$ cat src/rtl/ddr2_init_pkg.sv
package ddr2_init_pkg;

  typedef enum logic [3:0] {
    ST_NOP       = 4'd0,
    ST_PALL_A    = 4'd1,
    ST_EMR2      = 4'd2,
    ST_EMR3      = 4'd3,
    ST_EMR1_ON   = 4'd4,
    ST_MR_RST    = 4'd5,
    ST_PALL_B    = 4'd6,
    ST_REF_A     = 4'd7,
    ST_REF_B     = 4'd8,
    ST_MR_RUN    = 4'd9,
    ST_EMR1_OCD  = 4'd10,
    ST_EMR1_EXIT = 4'd11
  } step_e;

  localparam step_e STEP_LAST = ST_EMR1_EXIT;

  typedef enum logic [2:0] {
    GAP_CKE,
    GAP_RP,
    GAP_MRD,
    GAP_RFC,
    GAP_POST
  } gap_e;

  typedef enum logic [1:0] {
    S_IDLE,
    S_PWRUP,
    S_RUN,
    S_FIN
  } fsm_e;

  // {RAS#, CAS#, WE#}; CS# is driven separately per chip
  localparam logic [2:0] CTL_NOP  = 3'b111;
  localparam logic [2:0] CTL_PALL = 3'b010;
  localparam logic [2:0] CTL_REF  = 3'b001;
  localparam logic [2:0] CTL_MODE = 3'b000;

  function automatic int at_least_one(input int v);
    return (v < 1) ? 1 : v;
  endfunction

  function automatic int imax(input int a, input int b);
    return (a > b) ? a : b;
  endfunction

endpackage

$ cat src/rtl/ddr2_init_timer.sv
module ddr2_init_timer #(
  parameter int W = 16
) (
  input  logic         clk,
  input  logic         rst,
  input  logic         load,
  input  logic [W-1:0] val,
  output logic         zero
);

  logic [W-1:0] cnt;

  always_ff @(posedge clk) begin
    if (rst)
      cnt <= '0;
    else if (load)
      cnt <= val;
    else if (cnt != '0)
      cnt <= cnt - W'(1);
  end

  assign zero = (cnt == '0);

  // a loaded wait starts from the requested value
  a_r7_load_value: assert property (@(posedge clk) disable iff (rst)
    load |=> (cnt == $past(val)));

  // a running wait shrinks by one every cycle
  a_r7_count_down: assert property (@(posedge clk) disable iff (rst)
    (!load && !zero) |=> (cnt == $past(cnt) - W'(1)));

endmodule

$ cat src/rtl/ddr2_init_step_rom.sv
module ddr2_init_step_rom
  import ddr2_init_pkg::*;
#(
  parameter int ADDR_W = 14,
  parameter int BA_W   = 3,
  parameter int NUM_CS = 2,
  parameter int CHIP_W = 1
) (
  input  step_e              step_i,
  input  logic [CHIP_W-1:0]  chip_i,
  input  logic [2:0]         cl_i,
  input  logic [2:0]         bl_i,
  input  logic [2:0]         wr_i,
  output logic [NUM_CS-1:0]  cs_n_o,
  output logic [2:0]         ctl_o,
  output logic [BA_W-1:0]    ba_o,
  output logic [ADDR_W-1:0]  addr_o,
  output gap_e               gap_o
);

  localparam logic [ADDR_W-1:0] A10_ONLY = ADDR_W'(12'h400);
  localparam logic [ADDR_W-1:0] OCD_DEF  = ADDR_W'(12'h780);

  logic [ADDR_W-1:0] mr_base;

  always_comb begin
    mr_base       = '0;
    mr_base[11:9] = wr_i;
    mr_base[6:4]  = cl_i;
    mr_base[2:0]  = bl_i;
  end

  for (genvar g = 0; g < NUM_CS; g++) begin : g_cs
    assign cs_n_o[g] = (chip_i != CHIP_W'(g));
  end

  always_comb begin
    ctl_o  = CTL_NOP;
    ba_o   = '0;
    addr_o = '0;
    gap_o  = GAP_MRD;
    unique case (step_i)
      ST_NOP:       gap_o = GAP_CKE;
      ST_PALL_A,
      ST_PALL_B: begin
        ctl_o  = CTL_PALL;
        addr_o = A10_ONLY;
        gap_o  = GAP_RP;
      end
      ST_EMR2: begin
        ctl_o = CTL_MODE;
        ba_o  = BA_W'(2);
      end
      ST_EMR3: begin
        ctl_o = CTL_MODE;
        ba_o  = BA_W'(3);
      end
      ST_EMR1_ON,
      ST_EMR1_EXIT: begin
        ctl_o  = CTL_MODE;
        ba_o   = BA_W'(1);
        addr_o = A10_ONLY;
      end
      ST_EMR1_OCD: begin
        ctl_o  = CTL_MODE;
        ba_o   = BA_W'(1);
        addr_o = OCD_DEF;
      end
      ST_MR_RST: begin
        ctl_o     = CTL_MODE;
        addr_o    = mr_base;
        addr_o[8] = 1'b1;
      end
      ST_MR_RUN: begin
        ctl_o  = CTL_MODE;
        addr_o = mr_base;
        gap_o  = GAP_POST;
      end
      ST_REF_A,
      ST_REF_B: begin
        ctl_o = CTL_REF;
        gap_o = GAP_RFC;
      end
      default: ;
    endcase
  end

endmodule

$ cat src/rtl/ddr2_init_seq.sv
module ddr2_init_seq
  import ddr2_init_pkg::*;
#(
  parameter int CLK_MHZ      = 200,
  parameter int PWRUP_US     = 200,
  parameter int CKE_NS       = 400,
  parameter int T_MRD        = 2,
  parameter int T_RP         = 3,
  parameter int T_RFC        = 26,
  parameter int POST_MRS_CYC = 200,
  parameter int ADDR_W       = 14,
  parameter int BA_W         = 3
) (
  input  logic              clk,
  input  logic              rst,
  input  logic              start,
  input  logic              two_chips,
  input  logic [2:0]        cas_lat,
  input  logic [2:0]        burst_code,
  input  logic [2:0]        wr_code,
  output logic              cke_o,
  output logic [1:0]        cs_n_o,
  output logic              ras_n_o,
  output logic              cas_n_o,
  output logic              we_n_o,
  output logic [BA_W-1:0]   ba_o,
  output logic [ADDR_W-1:0] addr_o,
  output logic              done_o
);

  localparam int NUM_CS    = 2;
  localparam int CHIP_W    = 1;
  localparam int PWRUP_CYC = at_least_one(CLK_MHZ * PWRUP_US);
  localparam int G_CKE     = at_least_one((CKE_NS * CLK_MHZ + 999) / 1000);
  localparam int G_RP      = at_least_one(T_RP);
  localparam int G_MRD     = at_least_one(T_MRD);
  localparam int G_RFC     = at_least_one(T_RFC);
  localparam int G_POST    = at_least_one(imax(POST_MRS_CYC, T_MRD));
  localparam int MAXW      = imax(imax(PWRUP_CYC, G_CKE),
                                  imax(imax(G_RP, G_MRD), imax(G_RFC, G_POST)));
  localparam int TMR_W     = $clog2(MAXW + 1);

  fsm_e              state;
  step_e             step, nxt_step;
  logic [CHIP_W-1:0] chip, nxt_chip;
  logic              two_q;
  logic [2:0]        cl_q, bl_q, wr_q;

  logic              tmr_load, tmr_zero;
  logic [TMR_W-1:0]  tmr_val, gap_m1;

  logic [NUM_CS-1:0] rom_cs_n, cur_sel_n;
  logic [2:0]        rom_ctl;
  logic [BA_W-1:0]   rom_ba;
  logic [ADDR_W-1:0] rom_addr;
  gap_e              rom_gap;

  logic at_last, more_chips;

  assign at_last    = (step == STEP_LAST);
  assign more_chips = two_q && (chip == CHIP_W'(0));

  always_comb begin
    if (state == S_PWRUP) begin
      nxt_step = ST_NOP;
      nxt_chip = '0;
    end else if (at_last) begin
      nxt_step = ST_NOP;
      nxt_chip = CHIP_W'(1);
    end else begin
      nxt_step = step_e'(4'(step) + 4'd1);
      nxt_chip = chip;
    end
  end

  always_comb begin
    for (int i = 0; i < NUM_CS; i++)
      cur_sel_n[i] = (chip != CHIP_W'(i));
  end

  ddr2_init_step_rom #(
    .ADDR_W (ADDR_W),
    .BA_W   (BA_W),
    .NUM_CS (NUM_CS),
    .CHIP_W (CHIP_W)
  ) rom_i (
    .step_i (nxt_step),
    .chip_i (nxt_chip),
    .cl_i   (cl_q),
    .bl_i   (bl_q),
    .wr_i   (wr_q),
    .cs_n_o (rom_cs_n),
    .ctl_o  (rom_ctl),
    .ba_o   (rom_ba),
    .addr_o (rom_addr),
    .gap_o  (rom_gap)
  );

  always_comb begin
    unique case (rom_gap)
      GAP_CKE:  gap_m1 = TMR_W'(G_CKE - 1);
      GAP_RP:   gap_m1 = TMR_W'(G_RP - 1);
      GAP_RFC:  gap_m1 = TMR_W'(G_RFC - 1);
      GAP_POST: gap_m1 = TMR_W'(G_POST - 1);
      default:  gap_m1 = TMR_W'(G_MRD - 1);
    endcase
  end

  always_comb begin
    tmr_load = 1'b0;
    tmr_val  = gap_m1;
    unique case (state)
      S_IDLE: begin
        tmr_load = start;
        tmr_val  = TMR_W'(PWRUP_CYC - 1);
      end
      S_PWRUP: tmr_load = tmr_zero;
      S_RUN:   tmr_load = tmr_zero && (!at_last || more_chips);
      default: ;
    endcase
  end

  ddr2_init_timer #(.W(TMR_W)) tmr_i (
    .clk  (clk),
    .rst  (rst),
    .load (tmr_load),
    .val  (tmr_val),
    .zero (tmr_zero)
  );

  always_ff @(posedge clk) begin
    if (rst) begin
      state   <= S_IDLE;
      step    <= ST_NOP;
      chip    <= '0;
      two_q   <= 1'b0;
      cl_q    <= '0;
      bl_q    <= '0;
      wr_q    <= '0;
      cke_o   <= 1'b0;
      cs_n_o  <= '1;
      {ras_n_o, cas_n_o, we_n_o} <= CTL_NOP;
      ba_o    <= '0;
      addr_o  <= '0;
      done_o  <= 1'b0;
    end else begin
      unique case (state)
        S_IDLE: begin
          if (start) begin
            two_q <= two_chips;
            cl_q  <= cas_lat;
            bl_q  <= burst_code;
            wr_q  <= wr_code;
            state <= S_PWRUP;
          end
        end
        S_PWRUP: begin
          if (tmr_zero) begin
            cke_o  <= 1'b1;
            cs_n_o <= rom_cs_n;
            {ras_n_o, cas_n_o, we_n_o} <= rom_ctl;
            ba_o   <= rom_ba;
            addr_o <= rom_addr;
            step   <= nxt_step;
            chip   <= nxt_chip;
            state  <= S_RUN;
          end
        end
        S_RUN: begin
          if (tmr_zero && (!at_last || more_chips)) begin
            cs_n_o <= rom_cs_n;
            {ras_n_o, cas_n_o, we_n_o} <= rom_ctl;
            ba_o   <= rom_ba;
            addr_o <= rom_addr;
            step   <= nxt_step;
            chip   <= nxt_chip;
          end else if (tmr_zero) begin
            cs_n_o <= '0;
            {ras_n_o, cas_n_o, we_n_o} <= CTL_NOP;
            ba_o   <= '0;
            addr_o <= '0;
            done_o <= 1'b1;
            state  <= S_FIN;
          end else begin
            cs_n_o <= cur_sel_n;
            {ras_n_o, cas_n_o, we_n_o} <= CTL_NOP;
            ba_o   <= '0;
            addr_o <= '0;
          end
        end
        default: done_o <= 1'b0;
      endcase
    end
  end

  // while clock enable is low the bus is deselected and quiet
  a_r1_quiet_bus: assert property (@(posedge clk) disable iff (rst)
    !cke_o |-> (cs_n_o == '1 && ras_n_o && cas_n_o && we_n_o && !done_o));

  // clock enable rises together with a NOP on exactly one chip
  a_r2_cke_rise_nop: assert property (@(posedge clk) disable iff (rst)
    $rose(cke_o) |-> (ras_n_o && cas_n_o && we_n_o && $countones(~cs_n_o) == 1));

  // once high, clock enable stays high
  a_r2_cke_hold: assert property (@(posedge clk) disable iff (rst)
    cke_o |=> cke_o);

  // precharge-all carries address bit 10
  a_r4_pall_a10: assert property (@(posedge clk) disable iff (rst)
    (!ras_n_o && cas_n_o && !we_n_o && cs_n_o != '1) |-> addr_o[10]);

  // extended registers 2 and 3 are written with zero
  a_r5_emr23_zero: assert property (@(posedge clk) disable iff (rst)
    ({ras_n_o, cas_n_o, we_n_o} == CTL_MODE && cs_n_o != '1 &&
     (ba_o == BA_W'(2) || ba_o == BA_W'(3))) |-> (addr_o == '0));

  // done is a single-cycle pulse
  a_r9_done_pulse: assert property (@(posedge clk) disable iff (rst)
    done_o |=> !done_o);

  // done comes with the resting NOP bus
  a_r9_done_bus: assert property (@(posedge clk) disable iff (rst)
    done_o |-> (cke_o && cs_n_o == '0 && ras_n_o && cas_n_o && we_n_o));

endmodule

$ cat config.mk
export PLATFORM = sky130hd
export DESIGN_NAME = ddr2_init_seq
export DESIGN_NICKNAME = d
export VERILOG_FILES = /design/src/rtl/ddr2_init_pkg.sv /design/src/rtl/ddr2_init_timer.sv /design/src/rtl/ddr2_init_step_rom.sv /design/src/rtl/ddr2_init_seq.sv
export SDC_FILE = /design/constraint.sdc
export NUM_CORES = 1
export LEC_CHECK = 0
export BUFFER_PORTS_ARGS = -buffer_cell sky130_fd_sc_hd__clkbuf_2
export CELL_PAD_IN_SITES_DETAIL_PLACEMENT = 0
export CELL_PAD_IN_SITES_GLOBAL_PLACEMENT = 1
export CORE_ASPECT_RATIO = 1.5
export CORE_MARGIN = 4
export CORE_UTILIZATION = 46
export DETAILED_ROUTE_END_ITERATION = 12
export PLACE_DENSITY = 0.95
export SLEW_MARGIN = 30
export SYNTH_ARGS = -nofsm -noshare
export SYNTH_HDL_FRONTEND = slang
export SYNTH_SLANG_ARGS = --single-unit
export TNS_END_PERCENT = 50
$ cat constraint.sdc
create_clock -name clk -period 5.9 [get_ports clk]
set_input_delay 1.18 -clock clk [delete_from_list [all_inputs] [get_ports clk]]
set_output_delay 1.18 -clock clk [all_outputs]
set_load 0.01 [all_outputs]
======== After elaboration in Yosys (flattened, before gate mapping) ========
Cells that the tools add are included.
cells by class
  add/subtract/negate cells ............... 2
  equal/unequal tests ..................... 22
  multiplexer cells ....................... 46
  bitwise gates (word level) .............. 3
  reduce and logical (&&, ||, !) cells .... 24
operators with widths
  operator                                                               number
  16-bit 2-to-1 mux                                                      3
  12-bit case mux with 4 select lines                                    1
  8-bit case mux with 4 select lines                                     1
  14-bit 2-to-1 mux                                                      2
  14-bit case mux with 2 select lines                                    1
  4-bit equality test, second input constant                             5
  4-bit by 3-bit equality test with 1-bit output, second input constant  4
  16-bit zero test                                                       1
  4-bit 2-to-1 mux                                                       4
  16-bit nonzero test                                                    1
  16-bit by 1-bit subtractor with 16-bit output, second input constant   1
  2-bit 2-to-1 mux                                                       7
  1-bit 2-to-1 mux                                                       12
  2-bit case mux with 3 select lines                                     2
  3-bit case mux with 4 select lines                                     1
  2-bit != test, second input constant                                   5
  1-bit case mux with 2 select lines                                     5
  3-bit case mux with 3 select lines                                     1
  4-bit by 2-bit equality test with 1-bit output, second input constant  2
  4-bit case mux with 2 select lines                                     1
  7-bit OR reduction                                                     1
  3-bit 2-to-1 mux                                                       2
  3-bit case mux with 2 select lines                                     1
  2-bit AND reduction                                                    3
  23 further kinds                                                       30
storage, ports and cells
  register bits ........................... 57
  input bits .............................. 13
  output and inout port bits .............. 24
  logic and storage cells ................. 113

======== Longest topological paths before layout ========
Gate-level depths: netlist of the first run.
  depth in word-level cells ............... 10
  mapped depth ............................ 9
  mapped depth without buffers ............ 8

======== Hierarchy ========
From an unflattened synthesis of the first run, not the netlist that was laid out.
unflattened totals
  cells, all modules ...................... 363
  area total of the unflattened synthesis .. 3139.3 um^2
modules (own cells, without submodules)
  module              instances  cells an instance  area an instance (um^2)  seq. area each (um^2)
  ddr2_init_seq       1          194                1774.2                   820.8
  ddr2_init_timer     1          116                964.7                    320.3
  ddr2_init_step_rom  1          53                 400.4                    0.0

======== Least setup slack after synthesis of the first run ========
No wires, ideal clock.
  kind .................................... register -> register
  from .................................... register tmr_i.cnt[0]
  to ...................................... register ras_n_o
  library setup time ...................... 0.114 ns
  arrival time ............................ 2.479 ns
  required time ........................... 5.786 ns
  setup slack ............................. 3.307 ns
  stages on the path, launching flop included .. 10
  path buffers ............................ 1
  period minus slack after synthesis ...... 2.593 ns
  path through ............................ dfxtp_1 -> inv_1 -> ha_1 -> or4b_2 -> or4_4 -> buf_6 -> o21ai_4 -> nor2_2 -> or3_1 -> a21o_1
between the ends
  cells in the longest elaborated chain, start to end .. 4
  elaborated cells on any way between the ends .. 6
  classes of those cells .................. eq/ne: 1; mux: 2; reduce/logical: 3
ends and longest elaborated chain
  item                                line                   RTL
  from (decl)                         ddr2_init_timer.sv:11  logic [W-1:0] cnt;
  from (signal assigned)              ddr2_init_timer.sv:17  cnt <= val;
  from (signal assigned)              ddr2_init_timer.sv:19  cnt <= cnt - W'(1);
  16-bit zero test (*)                ddr2_init_timer.sv:22  assign zero = (cnt == '0);
  1-bit logical AND                   ddr2_init_seq.sv:170   if (tmr_zero && (!at_last || more_chips)) begin
  1-bit 2-to-1 mux                    ddr2_init_seq.sv:170
  1-bit case mux with 2 select lines  ddr2_init_seq.sv:147   unique case (state)
  to (signal assigned)                ddr2_init_seq.sv:161   {ras_n_o, cas_n_o, we_n_o} <= rom_ctl;
  to (signal assigned)                ddr2_init_seq.sv:172   {ras_n_o, cas_n_o, we_n_o} <= rom_ctl;
  to (decl)                           ddr2_init_seq.sv:23    output logic ras_n_o,
Mark *: on every way between the ends. The rest lies on a longest branch, timed or not.
A chain may end at the register's enable or synchronous reset.

======== Final worst setup path of the first run ========
  from .................................... register tmr_i.cnt[0]
  to ...................................... register tmr_i.cnt[2]
between the ends
  cells in the longest elaborated chain, start to end .. 4
  elaborated cells on any way between the ends .. 8
  classes of those cells .................. add/sub: 1; mux: 3; reduce/logical: 4
ends and longest elaborated chain
  item
  branches (longest 4 deep; another with 16-bit by 1-bit subtractor with 16-bit output)
Parallel ways; which one is timed is not known. The select of a mux whose other input is x is not followed.

==> flow_summary.json, run 1 <==
{
  "synth_seq_cells": 53,
  "critPathKind": "flop to flop",
  "initial_antenna_violation_count": 0,
  "timing.final.hold_violations": 0,
  "place.detailed.hpwl_um": 5510,
  "status": "completed",
  "flow.area_growth_from_synthesis_pct": 7.32,
  "netSwitchingFraction_pct": 45.6,
  "tritoncts_num_sinks": 53,
  "placedInstanceArea_mm2": 0.00313,
  "finish.utilization_pct": 51.5,
  "crit_path_max_incr_delay_ns": 0.70,
  "largest_net_degree_at_the_start_of_global_routing": 51,
  "synth_top_cells_by_area": "sky130_fd_sc_hd__dfxtp_1, sky130_fd_sc_hd__nand2_1, sky130_fd_sc_hd__a21oi_1",
  "finalWorstPathRequiredPeriod_ns": 3.07,
  "cts_tree": "yes",
  "async_flop_share_pct": 0,
  "timing.clock.skew_ns": 0.00240,
  "crit_arrival_ns": 3.30,
  "post_cts_resize_count": 0,
  "tightestPinTransition_ns": 0.936,
  "first_iter_violations": 143,
  "path_max_fanout": 11,
  "cp-end-kind": "flop",
  "clkPwrFrac_pct": 14.8,
  "n_antenna_cell": 0,
  "yosysUniqueCellTypes": 59,
  "nNetsFinal": 412,
  "synth_top_area_cell": "sky130_fd_sc_hd__dfxtp_1",
  "critical-path-top-delay-family": "simple AND/OR/NAND/NOR gates",
  "dp_slack_ns": 2.87,
  "postRouteAntennaNets": 0,
  "timing.max_cap.violations": 0,
  "finalNonFillerCells": 468,
  "setup_violations": 0,
  "vias_in_the_first_global_route": 2676,
  "finalMaxSlewViolations": 0,
  "maxSlewHeadroom_pct": 37.6,
  "placement_rows": 35,
  "placement.io_buffers": 32,
  "detail_route.wl_per_cell_um": 16.1,
  "clk_latency_ns": 0.31,
  "vias_per_cell": 5.97,
  "p_seq_share_pct": 34.9,
  "combPwrFrac_pct": 50.3,
  "crit_path_cell_trace": "inv_1 -> ha_1 -> or4b_2 -> nor4_4 -> nand2b_1 -> a21oi_1 -> nor2_1 -> a211oi_1",
  "floorplan.initialDensity_pct": 48.0,
  "netlist_area_before_placement_mm2": 0.00301,
  "grt_first_pass_wirelength_um": 12700,
  "post-synth-top-area-fraction_pct": 35.3,
  "htreeDepth": 2,
  "min_delay_path_class": "flop to flop",
  "worst-endpoint-required_ns": 6.13,
  "postSynthCellCount": 381,
  "routabilityCongestion": 0.896,
  "vdd_ir_drop_max_uv": 153,
  "synth_seq_area_share_pct": 35.3,
  "syn_area_per_cell_um2": 7.89,
  "ys.flop_type": "sky130_fd_sc_hd__dfxtp_1",
  "synth-edff-count": 0,
  "startpoint_type": "flop",
  "wirelength_um": 7550,
  "powerDensity_mw_per_mm2": 457,
  "ctsLongestPathBuffers": 2,
  "core_area_mm2": 0.00626,
  "finalHoldWorstSlack_ns": 0.459,
  "die-width_um": 74.0,
  "cts-root-buf": "sky130_fd_sc_hd__clkbuf_8",
  "final_area_mm2": 0.00323,
  "final.period_utilization_pct": 52.0,
  "static-leakage-power_nw": 1.24,
  "placedCellCount": 460,
  "timing.setup.tns_ns": 0,
  "remaining_drc_errors": 0,
  "yosys_warnings": 0,
  "worst-path-buf-inv": 1,
  "total_power_mw": 1.47,
  "post-route-worst-setup-slack_ns": 2.83,
  "hold_buffer_count_at_cts": 0,
  "number_of_vias_in_the_routed_layout": 2793,
  "chipHeight_um": 107,
  "net-switching-power_uw": 673,
  "tritoncts.num_buffers": 5,
  "boundaryPins": 37,
  "clock.fmax_ghz": 0.326,
  "internal_power_uw": 802,
  "gr-usage-all-layers_pct": 20.2,
  "design.die.area_mm2": 0.00792,
  "final_layout_size_suffix_gt1_share_pct": 13.2,
  "unrepaired_setup_endpoints_after_global_routing": "false",
  "path_clk_slew_ns": 0.10,
  "crit_path_top_delay_cell": "sky130_fd_sc_hd__a21oi_1",
  "globalRoute.totalOverflow": 0,
  "dr.pass1.iters": 4,
  "cts_setup_buffers": 0
}
[routing by layer]
| metal | share of wire [%] | GRT usage [%] | up-vias |
|---|---|---|---|
| met1 | 40 | 24.3 | 1309 |
| met2 | 52 | 34.6 | 92 |
| li1 | - | - | 1371 |
| met5 | 0 | 0 | - |
| met4 | 3.6 | 10.2 | 0 |
| met3 | 4.0 | 2.25 | 21 |
[path summary, 6_finish.rpt]
path	from	end	slack (ns)	cells after the start
worst max register to register	tmr_i.cnt[0]	tmr_i.cnt[2]	2.83	8
worst max-delay path	tmr_i.cnt[0]	tmr_i.cnt[2]	2.83	8
worst min-delay path	bl_q[1]	bl_q[1]	0.46	2
worst min register to register	bl_q[1]	bl_q[1]	0.46	2
[placed cells by master (no fill, tap or decap), types with 6 or more instances in the layout]
master,count
sky130_fd_sc_hd__a211oi_1,7
sky130_fd_sc_hd__inv_1,8
sky130_fd_sc_hd__ha_1,6
sky130_fd_sc_hd__a22oi_1,9
sky130_fd_sc_hd__xor2_1,8
sky130_fd_sc_hd__nor2_1,40
sky130_fd_sc_hd__nand3_1,7
sky130_fd_sc_hd__xnor2_1,8
sky130_fd_sc_hd__o21ai_0,9
sky130_fd_sc_hd__nor3_1,22
sky130_fd_sc_hd__mux2i_1,9
sky130_fd_sc_hd__a31oi_1,6
sky130_fd_sc_hd__clkbuf_2,31
sky130_fd_sc_hd__nand2b_1,6
sky130_fd_sc_hd__nor2b_1,7
sky130_fd_sc_hd__a21oi_1,30
sky130_fd_sc_hd__nand2_1,42
sky130_fd_sc_hd__nor4_1,8
sky130_fd_sc_hd__dfxtp_1,53
[logic make-up after synthesis]
kind of cell,Yosys count,synth area share [%]
simple gates,166,28.3
compound gates,92,20.5
flops,53,35.3
buf+inv,38,5.62
xor+xnor,16,4.66
mux,9,3.00
fa+ha+maj,6,2.50
other cells,1,0.125
[sequential cells by signal (all words and copies together), names as in the netlist]
signal     count
bl_q           3
wr_q           3
cl_q           3
cs_n_o         2
cas_n_o        1
state          2
we_n_o         1
addr_o        11
cke_o          1
done_o         1
ras_n_o        1
step           4
tmr_i.cnt     16
ba_o           2
two_q          1
chip           1
[power by group through the flow]
stage	combinational, mW	sequential [mW]	clock [mW]
after global routing	0.840	0.525	0.236
after floorplan	0.608	0.497	0
after global placement	0.728	0.517	0
after CTS	0.739	0.513	0.221
final	0.742	0.514	0.218
after detailed placement	0.734	0.522	0
[layout make-up]
type / count / area (um2)
clock inverters: 3 / 26.3
well taps: 74 / 92.6
clock buffers: 5 / 68.8
repair buffers: 32 / 160
fillers: 617 / 3030
multi-input cells: 293 / 1790
inverters: 8 / 30.0
flip-flops and latches: 53 / 1060
[worst reg2reg max path: stages (launching register included)]
cell                       delay, ns
sky130_fd_sc_hd__dfxtp_1        0.32
sky130_fd_sc_hd__inv_1          0.08
sky130_fd_sc_hd__ha_1           0.24
sky130_fd_sc_hd__or4b_2         0.66
sky130_fd_sc_hd__nor4_4         0.46
sky130_fd_sc_hd__nand2b_1       0.17
sky130_fd_sc_hd__a21oi_1        0.70
sky130_fd_sc_hd__nor2_1         0.12
sky130_fd_sc_hd__a211oi_1       0.23
[synthesized netlist by cell type, drive strengths merged, types with 2 or more instances]
cell,count
a211o,2
a211oi,7
a21boi,3
a21o,2
a21oi,31
a221oi,2
a22o,3
a22oi,9
a311oi,2
a31oi,6
and2,3
and3,3
buf,12
clkbuf,18
dfxtp,53
ha,6
inv,8
mux2i,9
nand2,42
nand2b,6
nand3,7
nand3b,4
nand4,2
nor2,41
nor2b,7
nor3,22
nor3b,3
nor4,10
o211ai,2
o21ai,10
o21bai,2
o22ai,3
o31ai,4
or2,3
or3,4
or4,4
xnor2,8
xor2,8
Note: power is estimated with default switching activity, not from simulation.
==> run 2: changes to the inputs <==
--- a/config.mk
+++ b/config.mk
@@ -5,14 +5,15 @@
 export SDC_FILE = /design/constraint.sdc
 export NUM_CORES = 1
 export LEC_CHECK = 0
+export ABC_AREA = 1
 export BUFFER_PORTS_ARGS = -buffer_cell sky130_fd_sc_hd__clkbuf_2
 export CELL_PAD_IN_SITES_DETAIL_PLACEMENT = 0
 export CELL_PAD_IN_SITES_GLOBAL_PLACEMENT = 1
 export CORE_ASPECT_RATIO = 1.5
 export CORE_MARGIN = 4
-export CORE_UTILIZATION = 46
+export CORE_UTILIZATION = 42
 export DETAILED_ROUTE_END_ITERATION = 12
-export PLACE_DENSITY = 0.95
+export PLACE_DENSITY = 0.92
 export SLEW_MARGIN = 30
 export SYNTH_ARGS = -nofsm -noshare
 export SYNTH_HDL_FRONTEND = slang
==> constraint.sdc (replaced) <==
create_clock -name clk -period 2.9 [get_ports clk]
set_input_delay 0.58 -clock clk [delete_from_list [all_inputs] [get_ports clk]]
set_output_delay 0.58 -clock clk [all_outputs]
set_load 0.01 [all_outputs]
==> flow_summary.json, run 2 <==
{
  "status": "completed",
  "finish.utilization_pct": 48.6,
  "syn_area_per_cell_um2": 7.26,
  "ctsLongestPathBuffers": 2,
  "postSynthCellCount": 395,
  "synth-edff-count": 0,
  "yosys_warnings": 0,
  "detail_route.wl_per_cell_um": 13.2,
  "static-leakage-power_nw": 1.44,
  "chipHeight_um": 109,
  "layout_common_cells": "sky130_fd_sc_hd__nand2_1, sky130_fd_sc_hd__nor2_1, sky130_fd_sc_hd__dfxtp_1, sky130_fd_sc_hd__inv_1, sky130_fd_sc_hd__clkbuf_2",
  "nNetsFinal": 446,
  "postRouteAntennaNets": 0,
  "clock.fmax_ghz": 0.495,
  "tritoncts.num_buffers": 5,
  "number_of_vias_in_the_routed_layout": 2587,
  "min_from": "done_o",
  "synth.most_common_cell": "sky130_fd_sc_hd__nand2_1",
  "critical_path.reg2reg.startpoint": "state[1]",
  "grt_first_pass_wirelength_um": 11200,
  "async_flop_share_pct": 0,
  "final.period_utilization_pct": 69.7,
  "final_layout_size_suffix_gt1_share_pct": 20.8,
  "routabilityCongestion": 0.899,
  "boundaryPins": 37,
  "yosysUniqueCellTypes": 39,
  "maxSlewHeadroom_pct": 62.3,
  "cts_setup_buffers": 0,
  "netlist_area_before_placement_mm2": 0.00287,
  "hold_buffer_count_at_cts": 0,
  "die-width_um": 75.5,
  "core_area_mm2": 0.00658,
  "timing.max_cap.violations": 0,
  "synth_top_cells_by_area": "sky130_fd_sc_hd__dfxtp_1, sky130_fd_sc_hd__nand2_1, sky130_fd_sc_hd__nor2_1",
  "vdd_ir_drop_max_uv": 393,
  "largest_reg_flops": 16,
  "netlist_top_cells_count": "sky130_fd_sc_hd__nand2_1, sky130_fd_sc_hd__nor2_1, sky130_fd_sc_hd__dfxtp_1, sky130_fd_sc_hd__inv_1, sky130_fd_sc_hd__o21ai_0",
  "crit_path_top_delay_cell": "sky130_fd_sc_hd__dfxtp_1",
  "unrepaired_setup_endpoints_after_global_routing": "false",
  "crit_path_cell_trace": "inv_1 -> ha_1 -> inv_2 -> nand3_4 -> nor2_4 -> nand2_1 -> o21ai_0 -> nor2_1 -> nand3_1 -> nand2_1 -> nand2_1 -> nand3_1",
  "first_element_of_the_critical_path": "state[1]",
  "largest_net_degree_at_the_start_of_global_routing": 21,
  "placement.io_buffers": 32,
  "total_power_mw": 3.32,
  "multi_input_comb_area_mm2": 0.00159,
  "wirelength_um": 6640,
  "final-seq-area_mm2": 0.00106,
  "cpMostUsedCell": "sky130_fd_sc_hd__nand2_1",
  "powerDensity_mw_per_mm2": 1040,
  "worst-endpoint-required_ns": 3.09,
  "fillerInstances": 691,
  "placedInstanceArea_mm2": 0.00308,
  "post-synth-top-area-fraction_pct": 37.0,
  "finalMaxSlewViolations": 0,
  "ys.flop_type": "sky130_fd_sc_hd__dfxtp_1",
  "min_delay_path_class": "flop to flop",
  "path_clk_slew_ns": 0.09,
  "startpoint_type": "flop",
  "clk_latency_ns": 0.30,
  "largestRegisters": "tmr_i.cnt x16, addr_o x11, step x4",
  "final_common_cell": "sky130_fd_sc_hd__nand2_1",
  "path_max_fanout": 8,
  "crit_path_max_incr_delay_ns": 0.37,
  "finalHoldWorstSlack_ns": 0.458,
  "setup_violations": 0,
  "cts_tree": "yes",
  "globalRoute.totalOverflow": 0,
  "synth_seq_area_share_pct": 37.0,
  "design.die.area_mm2": 0.00824,
  "critPathKind": "flop to flop",
  "gr-usage-all-layers_pct": 17.4,
  "post_cts_resize_count": 0,
  "timing.final.hold_violations": 0,
  "htreeDepth": 2,
  "timing.clock.skew_ns": 0.00598,
  "place.detailed.hpwl_um": 5250,
  "synth_top_area_cell": "sky130_fd_sc_hd__dfxtp_1",
  "placement_rows": 36,
  "tightestPinTransition_ns": 0.565,
  "remaining_drc_errors": 0,
  "flow.area_growth_from_synthesis_pct": 11.5,
  "first_iter_violations": 111,
  "vias_in_the_first_global_route": 2634,
  "initial_antenna_violation_count": 0,
  "tritoncts_num_sinks": 53,
  "crit_arrival_ns": 2.21,
  "synth_seq_cells": 53,
  "vias_per_cell": 5.13,
  "n_antenna_cell": 0,
  "cts-root-buf": "sky130_fd_sc_hd__clkbuf_8",
  "timing.setup.tns_ns": 0,
  "final_area_mm2": 0.00320,
  "finalWorstPathRequiredPeriod_ns": 2.02,
  "cp-end-kind": "flop",
  "dr.pass1.iters": 4,
  "registers.top_by_ff_count": "tmr_i.cnt",
  "floorplan.initialDensity_pct": 43.6
}
==> run 2: worst paths after layout <==
path | endpoint | slack, ns | depth (start not counted)
hold / removal | done_o | 0.46 | 2
hold reg to reg | done_o | 0.46 | 2
setup reg to reg | ras_n_o | 0.88 | 12
setup / recovery | ras_n_o | 0.88 | 12
==> run 2: critical path, delay by kind of cell, from the launching register on <==
kind	cells	cell delay (ns)
buffers and inverters	2	0.30
and+or+nand+nor	8	0.81
AOI/OAI and AO/OA	1	0.14
adders and majority gates	1	0.28
DFF	1	0.37
==> run 2: where the power goes <==
| group | switching [mW] | internal [mW] | total [mW] |
|---|---|---|---|
| combinational | 1.14 | 0.581 | 1.72 |
| sequential | 0.153 | 0.920 | 1.07 |
| clock | 0.247 | 0.281 | 0.528 |
| total | 1.54 | 1.78 | 3.32 |
==> run 2: logic make-up after synthesis <==
kind of cell	Yosys count	share of synthesized area [%]
flops	53	37.0
buf+inv	56	8.16
other cells	1	0.131
xor+xnor	10	3.05
simple gates	206	36.3
compound gates	63	12.8
fa+ha+maj	6	2.62
==> run 2: final cells by class <==
class,count,area share [%]
multi-input combinational,289,49.6
clock buffer,6,2.58
clock inverter,2,1.17
tap,76,2.97
sequential,53,33.2
timing repair buffer,33,5.24
inverter,45,5.28
==> run 2: metrics by stage <==
| step | setup slack [ns] | instances |
|---|---|---|
| finish | 0.878 | 504 |
| CTS | 0.896 | 504 |
| global route | 0.714 | 504 |
| global placement | 0.947 | 496 |
| floorplan | 1.18 | 398 |
| detailed placement | 0.923 | 496 |
==> run 2: routing by layer <==
layer / vias to the layer above / GRT usage (%) / part of all wire (%)
li1: 1334 / - / -
met1: 1183 / 17.7 / 38
met2: 56 / 33.3 / 56
met3: 14 / 3.32 / 3.9
met4: 0 / 7.00 / 2.2
met5: - / 0 / 0
